<file path="config.mk">
export PLATFORM = sky130hd
export DESIGN_NAME = ddc_wake_seq
export DESIGN_NICKNAME = d
export VERILOG_FILES = /design/src/rtl/ddc_wake_pkg.sv /design/src/rtl/ddc_tick_timer.sv /design/src/rtl/ddc_step_ctr.sv /design/src/rtl/ddc_wake_seq.sv
export SDC_FILE = /design/constraint.sdc
export NUM_CORES = 1
export LEC_CHECK = 0
export CAP_MARGIN = 5
export CORE_MARGIN = 4
export CORE_UTILIZATION = 60
export CTS_CLUSTER_DIAMETER = 60
export DETAILED_ROUTE_END_ITERATION = 16
export MAX_ROUTING_LAYER = met4
export PLACE_DENSITY_LB_ADDON = 0.2
export SLEW_MARGIN = 20
export SYNTH_ARGS = -nofsm -noshare
export SYNTH_HDL_FRONTEND = slang
export SYNTH_SLANG_ARGS = --single-unit
</file>
<file path="constraint.sdc">
create_clock -name clk_i -period 2.8 [get_ports clk_i]
set_clock_uncertainty 0.2 [all_clocks]
set_input_delay 0.56 -clock clk_i [delete_from_list [all_inputs] [get_ports clk_i]]
set_output_delay 0.56 -clock clk_i [all_outputs]
set_load 0.01 [all_outputs]
</file>
<file path="src/rtl/ddc_wake_pkg.sv">
package ddc_wake_pkg;
  typedef enum logic [3:0] {
    ST_IDLE,
    ST_STARTUP,
    ST_ATT_SDA,
    ST_WAKE_POLL,
    ST_PRE_SDA,
    ST_PRE_SCL,
    ST_PRE_REL,
    ST_XFER,
    ST_POST_LOW,
    ST_POST_POLL,
    ST_POST_REL,
    ST_FIN
  } ddc_state_e;
endpackage

</file>
<file path="src/rtl/ddc_tick_timer.sv">
module ddc_tick_timer #(
  parameter int W = 16
) (
  input  logic         clk_i,
  input  logic         rst_ni,
  input  logic         load_i,
  input  logic [W-1:0] val_i,
  input  logic         tick_i,
  output logic         zero_o
);
  logic [W-1:0] cnt_q;

  always_ff @(posedge clk_i or negedge rst_ni) begin
    if (!rst_ni)                      cnt_q <= '0;
    else if (load_i)                  cnt_q <= val_i;
    else if (tick_i && cnt_q != '0)   cnt_q <= cnt_q - 1'b1;
  end

  assign zero_o = (cnt_q == '0);


  tick_idle_chk: assert property (@(posedge clk_i) disable iff (!rst_ni)
    (!load_i && !tick_i) |=> $stable(cnt_q));
endmodule

</file>
<file path="src/rtl/ddc_step_ctr.sv">
module ddc_step_ctr #(
  parameter int W   = 2,
  parameter int MAX = 3
) (
  input  logic         clk_i,
  input  logic         rst_ni,
  input  logic         clr_i,
  input  logic         inc_i,
  output logic [W-1:0] q_o
);
  logic [W-1:0] q_q;

  always_ff @(posedge clk_i or negedge rst_ni) begin
    if (!rst_ni)     q_q <= '0;
    else if (clr_i)  q_q <= '0;
    else if (inc_i)  q_q <= q_q + 1'b1;
  end

  assign q_o = q_q;


  ctr_range_chk: assert property (@(posedge clk_i) disable iff (!rst_ni)
    int'(q_q) < MAX);
endmodule

</file>
<file path="src/rtl/ddc_wake_seq.sv">
module ddc_wake_seq
  import ddc_wake_pkg::*;
#(
  parameter int T_STARTUP  = 550,
  parameter int T_SDA_LOW  = 13000,
  parameter int T_POLL     = 10000,
  parameter int T_HOLD     = 15000,
  parameter int WAKE_POLLS = 5,
  parameter int POST_POLLS = 10,
  parameter int ATTEMPTS   = 3
) (
  input  logic clk_i,
  input  logic rst_ni,
  input  logic tick_i,
  input  logic start_i,
  input  logic scl_i,
  input  logic xfer_done_i,
  input  logic xfer_ok_i,
  output logic scl_low_o,
  output logic sda_low_o,
  output logic xfer_start_o,
  output logic busy_o,
  output logic done_o,
  output logic ok_o
);
  localparam int TM_A = (T_STARTUP > T_SDA_LOW) ? T_STARTUP : T_SDA_LOW;
  localparam int TM_B = (T_POLL > T_HOLD) ? T_POLL : T_HOLD;
  localparam int TMAX = (TM_A > TM_B) ? TM_A : TM_B;
  localparam int TW   = $clog2(TMAX + 1);
  localparam int PMAX = (WAKE_POLLS > POST_POLLS) ? WAKE_POLLS : POST_POLLS;
  localparam int PW   = $clog2(PMAX + 1);
  localparam int AW   = $clog2(ATTEMPTS + 1);

  ddc_state_e st_q, st_d;
  logic scl_q, scl_d, sda_q, sda_d;
  logic ok_q, ok_d, done_q, done_d, xs_q, xs_d;
  logic ld, t_zero;
  logic [TW-1:0] ld_val;
  logic att_clr, att_inc, pol_clr, pol_inc;
  logic [AW-1:0] att_q;
  logic [PW-1:0] pol_q;
  logic last_att;

  ddc_tick_timer #(.W(TW)) timer_i (
    .clk_i(clk_i), .rst_ni(rst_ni), .load_i(ld), .val_i(ld_val),
    .tick_i(tick_i), .zero_o(t_zero)
  );

  ddc_step_ctr #(.W(AW), .MAX(ATTEMPTS)) att_ctr_i (
    .clk_i(clk_i), .rst_ni(rst_ni), .clr_i(att_clr), .inc_i(att_inc), .q_o(att_q)
  );

  ddc_step_ctr #(.W(PW), .MAX(PMAX)) pol_ctr_i (
    .clk_i(clk_i), .rst_ni(rst_ni), .clr_i(pol_clr), .inc_i(pol_inc), .q_o(pol_q)
  );

  assign last_att = (att_q == AW'(ATTEMPTS - 1));

  always_comb begin
    st_d    = st_q;
    scl_d   = scl_q;
    sda_d   = sda_q;
    ok_d    = ok_q;
    done_d  = 1'b0;
    xs_d    = 1'b0;
    ld      = 1'b0;
    ld_val  = '0;
    att_clr = 1'b0;
    att_inc = 1'b0;
    pol_clr = 1'b0;
    pol_inc = 1'b0;
    unique case (st_q)
      ST_IDLE: if (start_i) begin
        st_d = ST_STARTUP; scl_d = 1'b0; ok_d = 1'b0; att_clr = 1'b1;
        ld = 1'b1; ld_val = TW'(T_STARTUP);
      end
      ST_STARTUP: if (t_zero) begin
        st_d = ST_ATT_SDA; scl_d = 1'b1; sda_d = 1'b1;
        ld = 1'b1; ld_val = TW'(T_SDA_LOW);
      end
      ST_ATT_SDA: if (t_zero) begin
        st_d = ST_WAKE_POLL; scl_d = 1'b0; pol_clr = 1'b1;
        ld = 1'b1; ld_val = TW'(T_POLL);
      end
      ST_WAKE_POLL: if (t_zero) begin
        if (scl_i) begin
          st_d = ST_PRE_SDA; sda_d = 1'b1;
          ld = 1'b1; ld_val = TW'(T_HOLD);
        end else if (pol_q == PW'(WAKE_POLLS - 1)) begin
          // attempt abandoned, clock stays released
          sda_d = 1'b1; ld = 1'b1;
          if (last_att) begin
            st_d = ST_FIN; scl_d = 1'b1; ld_val = TW'(T_HOLD);
          end else begin
            st_d = ST_ATT_SDA; att_inc = 1'b1; ld_val = TW'(T_SDA_LOW);
          end
        end else begin
          pol_inc = 1'b1; ld = 1'b1; ld_val = TW'(T_POLL);
        end
      end
      ST_PRE_SDA: if (t_zero) begin
        st_d = ST_PRE_SCL; scl_d = 1'b1;
        ld = 1'b1; ld_val = TW'(T_HOLD);
      end
      ST_PRE_SCL: if (t_zero) begin
        st_d = ST_PRE_REL; sda_d = 1'b0;
        ld = 1'b1; ld_val = TW'(T_HOLD);
      end
      ST_PRE_REL: if (t_zero) begin
        st_d = ST_XFER; xs_d = 1'b1;
      end
      ST_XFER: if (xfer_done_i) begin
        st_d = ST_POST_LOW; ok_d = xfer_ok_i; scl_d = 1'b1; sda_d = 1'b1;
        ld = 1'b1; ld_val = TW'(T_HOLD);
      end
      ST_POST_LOW: if (t_zero) begin
        st_d = ST_POST_POLL; scl_d = 1'b0; pol_clr = 1'b1;
        ld = 1'b1; ld_val = TW'(T_POLL);
      end
      ST_POST_POLL: if (t_zero) begin
        if (scl_i || pol_q == PW'(POST_POLLS - 1)) begin
          st_d = ST_POST_REL; sda_d = 1'b0;
          ld = 1'b1; ld_val = TW'(T_HOLD);
        end else begin
          pol_inc = 1'b1; ld = 1'b1; ld_val = TW'(T_POLL);
        end
      end
      ST_POST_REL: if (t_zero) begin
        scl_d = 1'b1; sda_d = 1'b1; ld = 1'b1;
        if (ok_q || last_att) begin
          st_d = ST_FIN; ld_val = TW'(T_HOLD);
        end else begin
          st_d = ST_ATT_SDA; att_inc = 1'b1; ld_val = TW'(T_SDA_LOW);
        end
      end
      ST_FIN: if (t_zero) begin
        st_d = ST_IDLE; scl_d = 1'b0; done_d = 1'b1;
      end
      default: st_d = ST_IDLE;
    endcase
  end

  always_ff @(posedge clk_i or negedge rst_ni) begin
    if (!rst_ni) begin
      st_q   <= ST_IDLE;
      scl_q  <= 1'b0;
      sda_q  <= 1'b0;
      ok_q   <= 1'b0;
      done_q <= 1'b0;
      xs_q   <= 1'b0;
    end else begin
      st_q   <= st_d;
      scl_q  <= scl_d;
      sda_q  <= sda_d;
      ok_q   <= ok_d;
      done_q <= done_d;
      xs_q   <= xs_d;
    end
  end

  assign scl_low_o    = scl_q;
  assign sda_low_o    = sda_q;
  assign xfer_start_o = xs_q;
  assign done_o       = done_q;
  assign ok_o         = ok_q;
  assign busy_o       = (st_q != ST_IDLE);


  xfer_pulse_chk: assert property (@(posedge clk_i) disable iff (!rst_ni)
    xfer_start_o |=> !xfer_start_o);

  xfer_lines_chk: assert property (@(posedge clk_i) disable iff (!rst_ni)
    xfer_start_o |-> (scl_low_o && !sda_low_o));

  done_lines_chk: assert property (@(posedge clk_i) disable iff (!rst_ni)
    done_o |-> (!scl_low_o && sda_low_o && !busy_o));

  wake_lines_chk: assert property (@(posedge clk_i) disable iff (!rst_ni)
    (st_q == ST_WAKE_POLL) |-> (!scl_low_o && sda_low_o));

  done_pulse_chk: assert property (@(posedge clk_i) disable iff (!rst_ni)
    done_o |=> !done_o);
endmodule

</file>
==> flow_summary.yaml, run 1 <==
outcome:
  status: "finished clean"
layout:
  seqCellArea_um2: 726
  antenna_cells: 0
  mostFrequentLayoutCells: "nor2_1 (40), dfrtp_1 (29), buf_4 (19)"
  nets: 294
  drive_above_1_share_pct: 13.4
  multi_input_area_mm2: 0.00133
  final_core_util_pct: 73.6
  final_common_cell: "nor2_1"
  fill_cells: 263
  syn_to_final_growth_pct: 15.1
  final_cells: 329
pwr:
  power_w: 0.00201
  p_leak_nw: 1.04
  vdd_ir_drop_max_v: 0.000531
  p_per_area_mw_per_mm2: 802
synth:
  ys_seq_elements: 29
  synth_xor_area_share_pct: 2.81
  synth.area.mux_share_pct: 1.89
  yosys.area_share.simple_pct: 29.1
  syn_inst: 263
  syn_area_mm2: 0.00218
  ys_seq_area_share_pct: 33.2
  synth_compound_area_share_pct: 23.7
  syn-num-nets: 275
  ys_types: 62
  yosys.area_share.adder_pct: 2.87
  synthFlopType: "dfrtp_1"
  synth-edff-count: 0
  ys_warn_count: 0
  postSynth.asyncResetShare_pct: 100
  synth.avg_cell_area_um2: 8.30
  synth_top_family_by_area: "simple AND/OR/NAND/NOR gates"
detailed_routing:
  viasPerCell: 6.15
  post_drt_wl_per_cell_um: 15.6
  vias: 2023
  drt_first_iter_violations: 244
  remaining_drc_errors: 0
  ant_nets: 0
  dr.pass1.iters: 4
  wirelength_mm: 5.14
floorplan:
  coreArea_mm2: 0.00342
  die_x_um: 68.3
  die_h_um: 68.3
  die_area_mm2: 0.00467
  initial_core_util_pct: 63.9
  rows: 21
  io_pins: 13
timing:
  setup_viol: 0
  finalHoldViolations: 0
  max_clock_freq_mhz: 381
  slew_viol_final: 0
  finalWorstSetupSlack_ps: 177
  fin_crit_sh_pct: 93.7
  grt_setup_unrepaired: "no"
  worst_pin_slew_ps: 599
  slew_headroom_pct: 59.8
  setup_tns_ps: 0
  fin_crit_ps: 2620
global_route:
  grt_overflow: 0
  met3_usage_pct: 5.09
  use_met1_pct: 35.6
  track_usage_pct: 26.1
  grt.busiest_layer: "met2"
  grt_util_met2_pct: 37.8
  grt_first_pass_wirelength_mm: 8.74
  antenna_found_initial: 0
  grt_pass1_vias: 1849
  grt_max_degree: 30
worst_hold_path:
  min_path_type: "register to register"
clocking:
  h-tree-depth: 2
  cts_root_buffer: "clkbuf_4"
  cts_sinks: 29
  clk_path_buf_depth: 2
  cts_tree: "yes"
  cts_setup_buffers: 0
  numCtsBuffers: 5
  clk_latency_ps: 340
  clk_pin_slew_ps: 100
critical_path:
  cp_max_fo: 18
  cp_slowest_cell: "dfrtp_1"
  critical_path.top_delay_family: "flip-flops"
  critical_path.max_stage_delay_ps: 600
  cp.arrival_ps: 1860
  path_class: "register to primary output"
  path_cells: "nor4_4 > inv_1 > clkdlybuf4s50_1"
  required_ps: 2040
  cp.buffers_inverters: 2
  startpoint_type: "register"
  worstSetupEndpointType: "primary output"
placed_design:
  portBuffers: 12
  pre_cts_slack_ps: 54.8
  dp_hpwl_mm: 3.76
  gp_congestion: 0.914
  dp.cells: 321
flow_run:
  drv_cap: 0
metrics by stage:
stage	hold slack (ps)	area, um2
detailed placement	281	2400
CTS	316	2500
global route	357	2510
global placement	283	2400
finish	319	2510
floorplan	64.4	2180
path summary, 6_finish.rpt:
path                                        from          endpoint  slack, ps  depth (start not counted)
max in group asynchronous                 rst_ni  timer_i.cnt_q[3]       1720                          2
worst max register to register  timer_i.cnt_q[0]  timer_i.cnt_q[2]        290                          8
worst max-delay path                     st_q[3]            busy_o        180                          3
worst min register to register         scl_low_o         scl_low_o        320                          1
min in group asynchronous                 rst_ni      xfer_start_o        400                          2
worst min-delay path                   scl_low_o         scl_low_o        320                          1
final cells by class:
class | count | share of cell area (%)
Sequential cell | 29 | 28.9
Inverter | 10 | 1.49
Timing Repair Buffer | 31 | 10.5
Clock inverter | 3 | 2.59
Clock buffer | 5 | 1.49
Multi-Input combinational cell | 205 | 52.8
Tap cell | 46 | 2.29
kinds of logic after synthesis:
logic type | after synthesis
adders and majority gates | 5
buffers and inverters | 29
xor gates and xnor gates | 7
muxes | 4
and+or+nand+nor | 115
AOI/OAI and AO/OA | 74
DFF | 29
timing repair:
item,4_1_cts,5_1_grt
setup endpoints to repair,0,1
resized for setup,0,1
hold buffers,0,0
where the power goes:
part / switching (W) / internal, W
sequential: 0.000139 / 0.000515
clock: 0.000157 / 0.000276
combinational: 0.000491 / 0.000437
cell usage after synthesis, types with 7 or more instances:
cell type  count  area share (%)
a21oi_1       13             3.0
a31oi_1        8             2.3
buf_2          7             1.6
clkbuf_1       7             1.2
dfrtp_1       29              33
inv_1         10             1.7
nand2_1       13             2.2
nand3_1        7             1.6
nor2_1        40             6.9
nor3_1        14             3.2
o21ai_0       14             3.2
per-layer routing:
metal / wire length (um) / part of all wire [%]
met5: 0 / 0
met4: 115 / 2.2
met3: 383 / 7.5
met2: 2270 / 44
met1: 2370 / 46
state kept, by name, indices dropped and copies added, names as in the netlist:
name and flops:
att_ctr_i.q_o 2, sda_low_o 1, ok_o 1, scl_low_o 1, pol_ctr_i.q_o 4, xfer_start_o 1, timer_i.cnt_q 14, st_q 4
done_o 1
worst reg2reg max path, stage by stage, from the launching register on:
cell and delay [ps]:
dfrtp_1 390, inv_1 90, ha_1 190, nor3b_4 220
nand3b_2 190, or2_1 420, a21o_1 370, o21a_1 150
o22a_1 180
No activity file was read; power rests on OpenSTA's default activity.
==> inputs of run 2 (changes only) <==
--- a/config.mk
+++ b/config.mk
@@ -12,6 +12,7 @@
 export DETAILED_ROUTE_END_ITERATION = 16
 export MAX_ROUTING_LAYER = met4
 export PLACE_DENSITY_LB_ADDON = 0.2
+export RECOVER_POWER = 50
 export SLEW_MARGIN = 20
 export SYNTH_ARGS = -nofsm -noshare
 export SYNTH_HDL_FRONTEND = slang
==> run 2 against run 1 <==
  * The flow now finishes with violations (capacitance limit, slew limit)
  * Combinational power about the same
  * Global-route usage unchanged
  * Critical path depth unchanged
  * Cell area decreased by 0.25%
  * Cell count did not move
  * First-iteration DRC count stayed put
  * Total power fell by 0.11%
  * Register-to-register slack is essentially flat
  * Sequential share of layout area up 0.072 points
  * Setup slack lost 1.9 ps
  * Largest cell class unchanged
  * Largest power group unchanged
==> flow_summary.yaml, run 2 (synthesis results as in run 1) <==
clocking:
  cts_tree: "yes"
  numCtsBuffers: 5
  cts_setup_buffers: 0
  clk_path_buf_depth: 2
  clk_pin_slew_ps: 100
  cts_sinks: 29
  h-tree-depth: 2
  cts_root_buffer: "clkbuf_4"
  clk_latency_ps: 340
detailed_routing:
  remaining_drc_errors: 0
  ant_nets: 0
  wirelength_mm: 5.14
  viasPerCell: 6.15
  dr.pass1.iters: 4
  vias: 2024
  post_drt_wl_per_cell_um: 15.6
  drt_first_iter_violations: 244
timing:
  setup_viol: 0
  finalHoldViolations: 0
  slew_headroom_pct: -5.34
  grt_setup_unrepaired: "no"
  finalWorstSetupSlack_ps: 175
  max_clock_freq_mhz: 381
  worst_pin_slew_ps: 1580
  fin_crit_sh_pct: 93.8
  setup_tns_ps: 0
  slew_viol_final: 30
  fin_crit_ps: 2630
placed_design:
  portBuffers: 12
  dp_hpwl_mm: 3.76
  gp_congestion: 0.914
  pre_cts_slack_ps: 54.8
layout:
  largest_reg_flops: 14
  mostFrequentLayoutCells: "nor2_1 (40), dfrtp_1 (29), buf_4 (18)"
  regMostFlops: "timer_i.cnt_q"
  nets: 294
  syn_to_final_growth_pct: 14.8
  antenna_cells: 0
  drive_above_1_share_pct: 12.7
  fill_cells: 263
  final_common_cell: "nor2_1"
critical_path:
  startpoint_type: "register"
  required_ps: 2040
  cp_max_fo: 18
  startpoint: "st_q[3]"
  path_class: "register to primary output"
  reg2reg_depth: 8
  worstSetupEndpointType: "primary output"
  reg2reg_from: "timer_i.cnt_q[0]"
  timing.rr.end: "timer_i.cnt_q[2]"
  r2r_slack_ps: 290
  cp.arrival_ps: 1870
floorplan:
  die_h_um: 68.3
  rows: 21
  initial_core_util_pct: 63.9
  die_x_um: 68.3
  io_pins: 13
  coreArea_mm2: 0.00342
  die_area_mm2: 0.00467
pwr:
  p_leak_nw: 1.04
  p_per_area_mw_per_mm2: 803
  vdd_ir_drop_max_v: 0.000531
worst_hold_path:
  min_from: "scl_low_o"
  min_to: "scl_low_o"
  hold_depth: 1
  min_path_type: "register to register"
global_route:
  grt_max_degree: 30
  grt_pass1_vias: 1849
  track_usage_pct: 26.1
  antenna_found_initial: 0
  grt_overflow: 0
  grt_first_pass_wirelength_mm: 8.74
outcome:
  status: "finished, violations left"
  violations: "capacitance limit, slew limit"
flow_run:
  drv_cap: 1
## run 2: changes by cell type in the layout (fill, tap and decap cells not counted), sizes merged
cell / change
clkbuf: +1
buf: -1
clkdlybuf4s50: -3
dlygate4sd3: +3
## run 2: routing by layer
metal  up-vias  global-route usage (%)  wire [um]
li1        994                       -          -
met4         0                    10.4        115
met5         -                       -          0
met3        14                    5.09        383
met1       955                    35.6       2370
met2        61                    37.8       2270
## run 2: layout make-up
| class | instances | area [um2] | area share, % |
|---|---|---|---|
| Timing Repair Buffer | 31 | 259 | 10.3 |
| Clock inverter | 3 | 65.1 | 2.60 |
| Inverter | 10 | 37.5 | 1.50 |
| Tap cell | 46 | 57.6 | 2.30 |
| Sequential cell | 29 | 726 | 29.0 |
| Clock buffer | 5 | 37.5 | 1.50 |
| Multi-Input combinational cell | 205 | 1320 | 52.8 |
## run 2: worst max path at each step
stage	to	slack, ps	cells after the start
2_1_floorplan	timer_i.cnt_q[13]	530	10
3_3_place_gp	timer_i.cnt_q[13]	100	7
3_5_place_dp	timer_i.cnt_q[13]	50	7
4_1_cts	busy_o	80	3
5_1_grt	busy_o	80	3
6_report	busy_o	170	3
## run 2: worst max-delay path, stage by stage, from the launching register on
cell and delay (ps):
dfrtp_1 610, nor4_4 330, inv_1 100, clkdlybuf4s50_1 490
## run 2: repair_timing
| item | in CTS | in global routing |
|---|---|---|
| hold buffers | 0 | 0 |
| endpoints found under the setup margin | 0 | 1 |
| gates resized for setup | 0 | 1 |
## run 2: power by group
part	internal, W	switching (W)	leakage (nW)
clock	0.000276	0.000157	0.0552
sequential	0.000515	0.000139	0.377
combinational	0.000434	0.000490	0.611
## run 2: stage by stage
step | instance area [um2] | cells | utilization (%) | total power, W | hold WS (ps)
floorplan | 2180 | 263 | - | 0.00131 | 64.4
global placement | 2400 | 321 | 70.3 | 0.00154 | 283
detailed placement | 2400 | 321 | 70.3 | 0.00156 | 281
CTS | 2500 | 329 | 73.3 | 0.00200 | 316
global route | 2510 | 329 | 73.4 | 0.00216 | 357
finish | 2510 | 329 | 73.4 | 0.00201 | 319
==> inputs of run 3 (changes only) <==
--- a/config.mk
+++ b/config.mk
@@ -5,7 +5,7 @@
 export SDC_FILE = /design/constraint.sdc
 export NUM_CORES = 1
 export LEC_CHECK = 0
-export CAP_MARGIN = 5
+export CAP_MARGIN = 20
 export CORE_MARGIN = 4
 export CORE_UTILIZATION = 60
 export CTS_CLUSTER_DIAMETER = 60
@@ -13,7 +13,6 @@
 export MAX_ROUTING_LAYER = met4
 export PLACE_DENSITY_LB_ADDON = 0.2
 export RECOVER_POWER = 50
-export SLEW_MARGIN = 20
 export SYNTH_ARGS = -nofsm -noshare
 export SYNTH_HDL_FRONTEND = slang
 export SYNTH_SLANG_ARGS = --single-unit
==> results of run 3 <==
Final layout, timing and power as in run 2 (identical DEF).
